File: src/rtl/srx_pkg.sv
package srx_pkg;

  localparam int unsigned WMAX = 32;
  localparam int unsigned WB_W = 6;

  // Word-length code to bit count; unused codes map to the widest word.
  function automatic logic [WB_W-1:0] word_bits(input logic [2:0] code);
    case (code)
      3'd0:    return 6'd8;
      3'd1:    return 6'd12;
      3'd2:    return 6'd16;
      3'd3:    return 6'd20;
      3'd4:    return 6'd24;
      default: return 6'd32;
    endcase
  endfunction

  // Right-aligned mask of the given number of bits.
  function automatic logic [WMAX-1:0] word_mask(input logic [WB_W-1:0] bits);
    if (int'(bits) >= int'(WMAX)) return '1;
    return (32'd1 << bits) - 32'd1;
  endfunction

endpackage

File: src/rtl/srx_clkgen.sv
module srx_clkgen #(
  parameter int unsigned DIV_W = 8
) (
  input  logic             clk,
  input  logic             rst_n,
  input  logic             en,
  input  logic [DIV_W-1:0] div,
  output logic             sclk,
  output logic             fall_tick,
  output logic             rise_tick
);

  // Divider zero cannot make two edges, so it behaves as one.
  function automatic logic [DIV_W-1:0] eff_div(input logic [DIV_W-1:0] d);
    return (d == '0) ? {{(DIV_W-1){1'b0}}, 1'b1} : d;
  endfunction

  // Number of system clocks the shift clock spends high.
  function automatic logic [DIV_W-1:0] high_len(input logic [DIV_W-1:0] d);
    logic [DIV_W:0] p;
    p = {1'b0, eff_div(d)} + 1'b1;
    return p[DIV_W:1];
  endfunction

  logic [DIV_W-1:0] cnt;
  logic [DIV_W-1:0] last;
  logic [DIV_W-1:0] hi;

  assign last = eff_div(div);
  assign hi   = high_len(div);

  always_ff @(posedge clk or negedge rst_n) begin
    if (!rst_n)            cnt <= '0;
    else if (!en)          cnt <= '0;
    else if (cnt == last)  cnt <= '0;
    else                   cnt <= cnt + 1'b1;
  end

  assign sclk      = en && (cnt < hi);
  assign fall_tick = en && (cnt == hi - 1'b1);
  assign rise_tick = en && (cnt == last);

endmodule

File: src/rtl/srx_framer.sv
module srx_framer #(
  parameter int unsigned FRM_W = 8
) (
  input  logic             clk,
  input  logic             rst_n,
  input  logic             en,
  input  logic             rise_tick,
  input  logic             fall_tick,
  input  logic [FRM_W-1:0] frame_len,
  input  logic [5:0]       wbits,
  output logic             fsync,
  output logic             sample,
  output logic             done
);

  logic [FRM_W-1:0] fr_cnt;
  logic             in_window;

  always_ff @(posedge clk or negedge rst_n) begin
    if (!rst_n)         fr_cnt <= '0;
    else if (!en)       fr_cnt <= '0;
    else if (rise_tick) fr_cnt <= (fr_cnt == frame_len) ? '0 : fr_cnt + 1'b1;
  end

  assign in_window = (fr_cnt != '0) && (int'(fr_cnt) <= int'(wbits));
  assign fsync     = en && (fr_cnt == '0);
  assign sample    = fall_tick && in_window;
  assign done      = fall_tick && (int'(fr_cnt) == int'(wbits));

endmodule

File: src/rtl/srx_rxpath.sv
module srx_rxpath
  import srx_pkg::*;
(
  input  logic            clk,
  input  logic            rst_n,
  input  logic            sample,
  input  logic            done,
  input  logic            sdin,
  input  logic            rd,
  input  logic [WMAX-1:0] wmask,
  output logic [WMAX-1:0] word,
  output logic            ready,
  output logic            ovr,
  output logic            irq
);

  logic [WMAX-1:0] shreg;
  logic [WMAX-1:0] shreg_nx;

  assign shreg_nx = {shreg[WMAX-2:0], sdin};

  always_ff @(posedge clk or negedge rst_n) begin
    if (!rst_n)      shreg <= '0;
    else if (sample) shreg <= shreg_nx;
  end

  always_ff @(posedge clk or negedge rst_n) begin
    if (!rst_n) begin
      word  <= '0;
      ready <= 1'b0;
      ovr   <= 1'b0;
      irq   <= 1'b0;
    end else begin
      irq <= done;
      if (done) begin
        word  <= shreg_nx & wmask;
        ready <= 1'b1;
        ovr   <= rd ? 1'b0 : (ovr | ready);
      end else if (rd) begin
        ready <= 1'b0;
        ovr   <= 1'b0;
      end
    end
  end

endmodule

File: src/rtl/serial_rx_port.sv
module serial_rx_port
  import srx_pkg::*;
#(
  parameter int unsigned DIV_W = 8,
  parameter int unsigned FRM_W = 8
) (
  input  logic             clk,
  input  logic             rst_n,
  input  logic             cfg_en,
  input  logic [DIV_W-1:0] cfg_div,
  input  logic [FRM_W-1:0] cfg_frame,
  input  logic [2:0]       cfg_wlen,
  input  logic             sdin,
  input  logic             rd_strobe,
  output logic             sclk_o,
  output logic             fsync_o,
  output logic [WMAX-1:0]  rx_word,
  output logic             rx_ready,
  output logic             rx_overrun,
  output logic             rx_irq
);

  logic            en_q;
  logic            fall_w;
  logic            rise_w;
  logic            sample_w;
  logic            done_w;
  logic [WB_W-1:0] wbits_w;
  logic [WMAX-1:0] mask_w;

  always_ff @(posedge clk or negedge rst_n) begin
    if (!rst_n) en_q <= 1'b0;
    else        en_q <= cfg_en;
  end

  assign wbits_w = word_bits(cfg_wlen);
  assign mask_w  = word_mask(wbits_w);

  srx_clkgen #(.DIV_W(DIV_W)) u_clkgen (
    .clk       (clk),
    .rst_n     (rst_n),
    .en        (en_q),
    .div       (cfg_div),
    .sclk      (sclk_o),
    .fall_tick (fall_w),
    .rise_tick (rise_w)
  );

  srx_framer #(.FRM_W(FRM_W)) u_framer (
    .clk       (clk),
    .rst_n     (rst_n),
    .en        (en_q),
    .rise_tick (rise_w),
    .fall_tick (fall_w),
    .frame_len (cfg_frame),
    .wbits     (wbits_w),
    .fsync     (fsync_o),
    .sample    (sample_w),
    .done      (done_w)
  );

  srx_rxpath u_rxpath (
    .clk    (clk),
    .rst_n  (rst_n),
    .sample (sample_w),
    .done   (done_w),
    .sdin   (sdin),
    .rd     (rd_strobe),
    .wmask  (mask_w),
    .word   (rx_word),
    .ready  (rx_ready),
    .ovr    (rx_overrun),
    .irq    (rx_irq)
  );

endmodule

File: config.mk
export PLATFORM = sky130hd
export DESIGN_NAME = serial_rx_port
export DESIGN_NICKNAME = d
export VERILOG_FILES = /design/src/rtl/srx_pkg.sv /design/src/rtl/srx_clkgen.sv /design/src/rtl/srx_framer.sv /design/src/rtl/srx_rxpath.sv /design/src/rtl/serial_rx_port.sv
export SDC_FILE = /design/constraint.sdc
export NUM_CORES = 1
export LEC_CHECK = 0
export BUFFER_PORTS_ARGS = -buffer_cell sky130_fd_sc_hd__clkbuf_2
export CAP_MARGIN = 20
export CELL_PAD_IN_SITES_DETAIL_PLACEMENT = 1
export CELL_PAD_IN_SITES_GLOBAL_PLACEMENT = 1
export CORE_MARGIN = 2
export CORE_UTILIZATION = 45
export DETAILED_ROUTE_END_ITERATION = 7
export PLACE_DENSITY_LB_ADDON = 0.1
export SLEW_MARGIN = 5
export SYNTH_ARGS = -nofsm -noshare
export SYNTH_HDL_FRONTEND = slang
export SYNTH_SLANG_ARGS = --single-unit
File: constraint.sdc
create_clock -name clk -period 2.9 [get_ports clk]
set_clock_uncertainty 0.05 [all_clocks]
set_input_delay 0.29 -clock clk [delete_from_list [all_inputs] [get_ports clk]]
set_output_delay 0.29 -clock clk [all_outputs]
set_load 0.03 [all_outputs]
[Yosys cells after proc, flatten, opt, wreduce, memory -nomap -nowiden]
Index checks and enable logic that the tools add are counted.
Word-level totals
  flip-flop bits (word level): 83
  input bits: 24
  output and inout port bits: 37
Operators by class
  add/subtract/negate cells: 5
  $lt $le $gt $ge: 3
  eq/ne operators: 9
  shifts and indexed selects: 1
  mux-type cells: 14
  bitwise logic cells: 2
  reductions and logical operators: 12
Operators with widths (number)
  32-bit 2-to-1 mux: 2
  8-bit 2-to-1 mux: 6
  32-bit AND: 1
  1-bit by 6-bit << shifter with 32-bit output (first input constant): 1
  32-bit by 1-bit subtractor with 32-bit output (second input constant): 1
  6-bit case mux with 5 select lines: 1
  8-bit equality test: 3
  8-bit by 1-bit adder with 8-bit output (second input constant): 2
  8-bit logical NOT: 2
  8-bit by 1-bit adder with 9-bit output (second input constant): 1
  8-bit by 7-bit equality test with 1-bit output: 1
  8-bit by 6-bit <= comparator with 1-bit output: 1
  8-bit less-than comparator: 1
  8-bit nonzero test: 1
  8-bit by 1-bit subtractor with 8-bit output (second input constant): 1
  1-bit logical AND: 7
  3-bit by 2-bit equality test with 1-bit output (second input constant): 2
  6-bit greater-or-equal comparator (second input constant): 1
  1-bit 2-to-1 mux: 5
  3-bit by 1-bit equality test with 1-bit output (second input constant): 1
  3-bit equality test (second input constant): 1
  3-bit logical NOT: 1
  2-bit by 1-bit inequality test with 1-bit output (second input constant): 1
  2-bit nonzero test: 1
  1-bit OR: 1

[Depth between registers and ports, before layout]
  depth after elaboration: 8
  depth in mapped cells: 14
  gate-level depth less buffers: 12

[Hierarchy]
Synthesis repeated with hierarchy kept, for this count alone.
Second synthesis, totals
  cells, all modules: 437
  area total of the unflattened synthesis: 4501.8 µm²
By module, submodules not included
  srx_rxpath: instances 1, cells each 207, area an instance 2538.7 µm², seq. area each 1651.6 µm²
  srx_clkgen: instances 1, cells each 115, area an instance 1029.7 µm², seq. area each 200.2 µm²
  srx_framer: instances 1, cells each 83, area an instance 701.9 µm², seq. area each 200.2 µm²
  serial_rx_port: instances 1, cells each 32, area an instance 231.5 µm², seq. area each 25.0 µm²

[Least setup slack after synthesis]
OpenSTA, ideal clock, no wires.
  path kind: input port to flip-flop
  start: in cfg_div[5]
  end: reg u_rxpath.shreg[10]
  library setup time: 0.125 ns
  data arrival time: 3.127 ns
  data required time: 2.725 ns
  setup slack: -0.402 ns
  stages: 13
  path buffers: 2
  path through: clkbuf_1 or4_1 nor3_1 nor3_1 a21oi_1 inv_1 ha_1 xnor2_1 nor4_1 nand4_1 nor4_4 buf_6 mux2_2
On the way
  longest elaborated chain between the ends: 7
RTL lines
  start, declared: line serial_rx_port.sv:10  | input logic [DIV_W-1:0] cfg_div,
  8-bit logical NOT: line srx_clkgen.sv:15  | return (d == '0) ? {{(DIV_W-1){1'b0}}, 1'b1} : d;
  8-bit 2-to-1 mux (*): line srx_clkgen.sv:15
  8-bit by 1-bit adder with 9-bit output (*): line srx_clkgen.sv:21  | p = {1'b0, eff_div(d)} + 1'b1;
  8-bit by 1-bit subtractor with 8-bit output (*): line srx_clkgen.sv:40  | assign fall_tick = en && (cnt == hi - 1'b1);
  8-bit equality test (*): line srx_clkgen.sv:40
  1-bit logical AND (*): line srx_clkgen.sv:40
  1-bit logical AND (*): line srx_framer.sv:27  | assign sample = fall_tick && in_window;
  end signal, assigned: line srx_rxpath.sv:24  | else if (sample) shreg <= shreg_nx;
  end, declared: line srx_rxpath.sv:17  | logic [WMAX-1:0] shreg;
Mark *: on every way between the ends. The rest lies on a longest branch, timed or not.
A chain may end at the register's enable or synchronous reset.

[Worst setup path in the final report]
  start: in cfg_div[3]
  end: reg u_rxpath.word[12]
On the way
  longest elaborated chain between the ends: 7
RTL lines
  8-bit logical NOT: line srx_clkgen.sv:15
  8-bit 2-to-1 mux (*): line srx_clkgen.sv:15
  8-bit by 1-bit adder with 9-bit output (*): line srx_clkgen.sv:21
  8-bit by 1-bit subtractor with 8-bit output (*): line srx_clkgen.sv:40
  8-bit equality test (*): line srx_clkgen.sv:40
  1-bit logical AND (*): line srx_clkgen.sv:40
  1-bit logical AND (*): line srx_framer.sv:28  | assign done = fall_tick && (int'(fr_cnt) == int'(wbits));
  end signal, assigned: line srx_rxpath.sv:36  | word <= shreg_nx & wmask;
  end, declared: line srx_rxpath.sv:11  | output logic [WMAX-1:0] word,
Marks and branches as above.

==> results by group <==
Pwr
  • Power Dens Cells: 413 nW/um^2
  • Power Total: 2.34 mW
  • Worst IR Drop VDD: 206 uV
  • LEAKAGE: 2.70 nW

Min path
  • Hold Crit Start: rd_strobe
  • Hold Path Class: primary input to flip-flop

Clocking
  • Clock slew at reported path FFs: 0.09 ns
  • Sink Count: 83
  • CTS Buf Count: 9
  • Clock root cell: clkbuf_8
  • CTS tree: yes
  • H-tree depth: 3
  • Clk Latency, worst-skew pair: 0.36 ns
  • Clock Path Buffers: 2

Floorplan
  • Die Footprint: 10,600 sq um
  • Core Footprint: 9640 sq um
  • Cell Rows: 36
  • Initial Utilization: 0.459
  • Die X: 103 microns
  • Num ports: 61
  • Die Height: 103 microns

Place
  • Post-DP HPWL: 7.36 mm
  • Setup slack at placement: -0.565 ns
  • Final Wtd Congestion: 0.832
  • IO Port Bufs: 60

STA
  • Final Hold Viols: 0
  • Fin crit period: 2.87 ns
  • Fmax: 0.349 GHz
  • Slew margin rel.: 0.536
  • Final setup violation count: 0
  • Max-slew violations: 0
  • Part of the cycle the worst path needs: 0.988
  • Slew of the pin with the lowest slew margin: 0.689 ns
  • Setup ws final: 0.0339 ns
  • RSZ-0062 raised after global routing: true

Route
  • Avg WL per Cell: 17.6 microns
  • DRT iter0 DRCs: 89
  • Final WL: 11.2 mm
  • Detail Route Antenna Nets: 0
  • DRC viols: 0
  • 1st-pass router iterations: 4
  • Vias/cell: 5.22
  • Total vias in the final route: 3,336

Global routing
  • Met3 Use GR: 0.0410
  • Met2 Usage GRT: 0.323
  • First-pass GRT wire length: 16.4 mm
  • Initial antenna violation count: 0
  • Largest net degree at the start of global routing: 84
  • Met1 global-route usage: 0.282
  • Busiest layer in global routing: met2
  • Vias in the first global route: 3,292
  • GRT Overall Usage: 0.201
  • Total grt overflow: 0

Yosys
  • Syn Inst Count: 407
  • EDFF count, synth: 0
  • Yosys Warn Count: 0
  • Synth cell types: 46
  • Syn avg cell area: 10.9 sq um
  • Register bit total from synthesis: 83
  • Top FF cell, synth: dfrtp_1
  • Asr flop ratio synth: 1.00
  • Synth Cell Area: 4430 sq um
  • Register area share after synthesis: 0.469

Worst setup path
  • Reg-to-reg setup timing slack: 0.33 ns
  • CP Launch Point: cfg_div[3]
  • CP Launch Type: primary input
  • FF-to-FF path depth: 8
  • Worst R2R End: u_rxpath.shreg[15]
  • Crit path required time: 3.14 ns
  • Reg-to-Reg Start: u_framer.fr_cnt[4]
  • Critical path destination: u_rxpath.word[12]
  • Crit path DAT: 3.10 ns
  • Worst setup EP type: flip-flop
  • Setup CP Type: primary input to flip-flop
  • CP max FO: 8

Layout
  • NumNets Final: 542
  • Syn-to-layout area delta: 28.1%
  • Share of post-route cells with drive strength above 1: 0.344
  • Commonest non-fill, non-tap cell in the layout: dfrtp_1
  • Fill cell count: 1,069
  • Commonest non-fill, non-tap cells in the layout: 83 x dfrtp_1, 57 x clkbuf_2, 44 x mux2_4
  • N_diodes: 0

Job
  • Max-cap violations: 0

Outcome
  • Status: completed
-- cell usage after synthesis (all sizes together), types with 2 or more instances --
library cell | n | area (sq um)
nor2b | 12 | 75.1
nand3 | 12 | 60.1
nor2 | 17 | 63.8
mux2i | 20 | 200
clkbuf | 13 | 48.8
o31ai | 6 | 45.0
nand2 | 31 | 116
xnor2 | 22 | 193
or4 | 4 | 33.8
and4 | 2 | 17.5
buf | 8 | 70.1
nor4 | 6 | 67.6
o21ai | 18 | 93.8
nor3 | 5 | 25.0
inv | 32 | 120
dfrtp | 83 | 2080
and3 | 5 | 31.3
mux2 | 44 | 495
nand4 | 5 | 31.3
a21oi | 6 | 30.0
and2 | 2 | 12.5
nand2b | 3 | 18.8
xor2 | 14 | 123
o22ai | 2 | 12.5
a21o | 3 | 22.5
ha | 17 | 213
a21boi | 4 | 33.8
-- logic make-up (layout without fill, tap and decap cells) --
family | after synthesis | count (layout) | share of synthesized area
fa+ha+maj | 17 | 17 | 0.0480
xor+xnor | 37 | 37 | 0.0766
compound gates | 44 | 44 | 0.0627
flops | 83 | 83 | 0.469
buf+inv | 53 | 151 | 0.0540
simple gates | 108 | 108 | 0.131
other cells | 1 | 2 | 0.000847
mux | 64 | 64 | 0.157
-- stage by stage --
| stage | TNS (ns) | instances | instance area (sq um) | hold WS, ns | utilization |
|---|---|---|---|---|---|
| 3_5_place_dp | -31.48 | 612 | 5190 | 0.353 | 0.539 |
| 4_1_cts | -1.17 | 629 | 5400 | 0.0727 | 0.560 |
| 6_report | 0 | 639 | 5670 | 0.0841 | 0.588 |
| 2_1_floorplan | -10.60 | 408 | 4590 | -0.0556 | - |
| 3_3_place_gp | -23.92 | 612 | 5190 | 0.349 | 0.539 |
| 5_1_grt | -2.39 | 639 | 5670 | 0.0768 | 0.588 |
-- report_power, final --
group	switching [mW]	internal, mW
Combinational	0.201	0.131
Sequential	0.0236	1.18
Clock	0.461	0.344
-- critical path: stages --
cell       delay (ns)
buf_6            0.09
or4_4            0.53
nor3_2           0.11
nor3_1           0.06
a21oi_1          0.15
inv_1            0.10
ha_4             0.25
xnor2_2          0.13
nor4_2           0.21
nand4_1          0.17
buf_6            0.16
nor4_4           0.15
buf_4            0.19
clkbuf_16        0.16
clkbuf_16        0.16
mux2i_1          0.18
-- flip-flops by register name, indices dropped and copies added (netlist names) --
signal / count
u_clkgen.cnt: 8
u_rxpath.ready: 1
en_q: 1
u_framer.fr_cnt: 8
u_rxpath.ovr: 1
u_rxpath.irq: 1
u_rxpath.word: 32
u_rxpath.shreg: 31
-- worst min path at each step --
stage	end	slack [ns]	depth (start not counted)
floorplan	en_q	-0.06	0
detailed placement	en_q	0.35	1
CTS	u_rxpath.ovr	0.07	2
global route	u_rxpath.ovr	0.08	2
finish	u_rxpath.ovr	0.08	2
global placement	en_q	0.35	1
-- final cells by class --
type	count	area [sq um]	share of cell area
tap	133	166	0.0293
inverter	32	120	0.0212
clock inverter	6	48.8	0.00860
multi-input combinational	272	2320	0.409
clock buffer	10	138	0.0243
timing repair buffer	103	802	0.141
sequential	83	2080	0.366
-- metal layers --
metal / vias up / part of all wire
met4: 0 / 0.012
met3: 12 / 0.031
met5: - / 0
met2: 61 / 0.48
met1: 1682 / 0.47
li1: 1581 / -
-- timing repair --
item	4_1_cts	5_1_grt
setup buffers	0	3
cloned	0	5
resized for setup	1	28
hold buffers	1	1
hold endpoints to repair	1	11
pin swaps	0	1
endpoints found under the setup margin	63	64
Note: power is estimated with default switching activity, not from simulation.
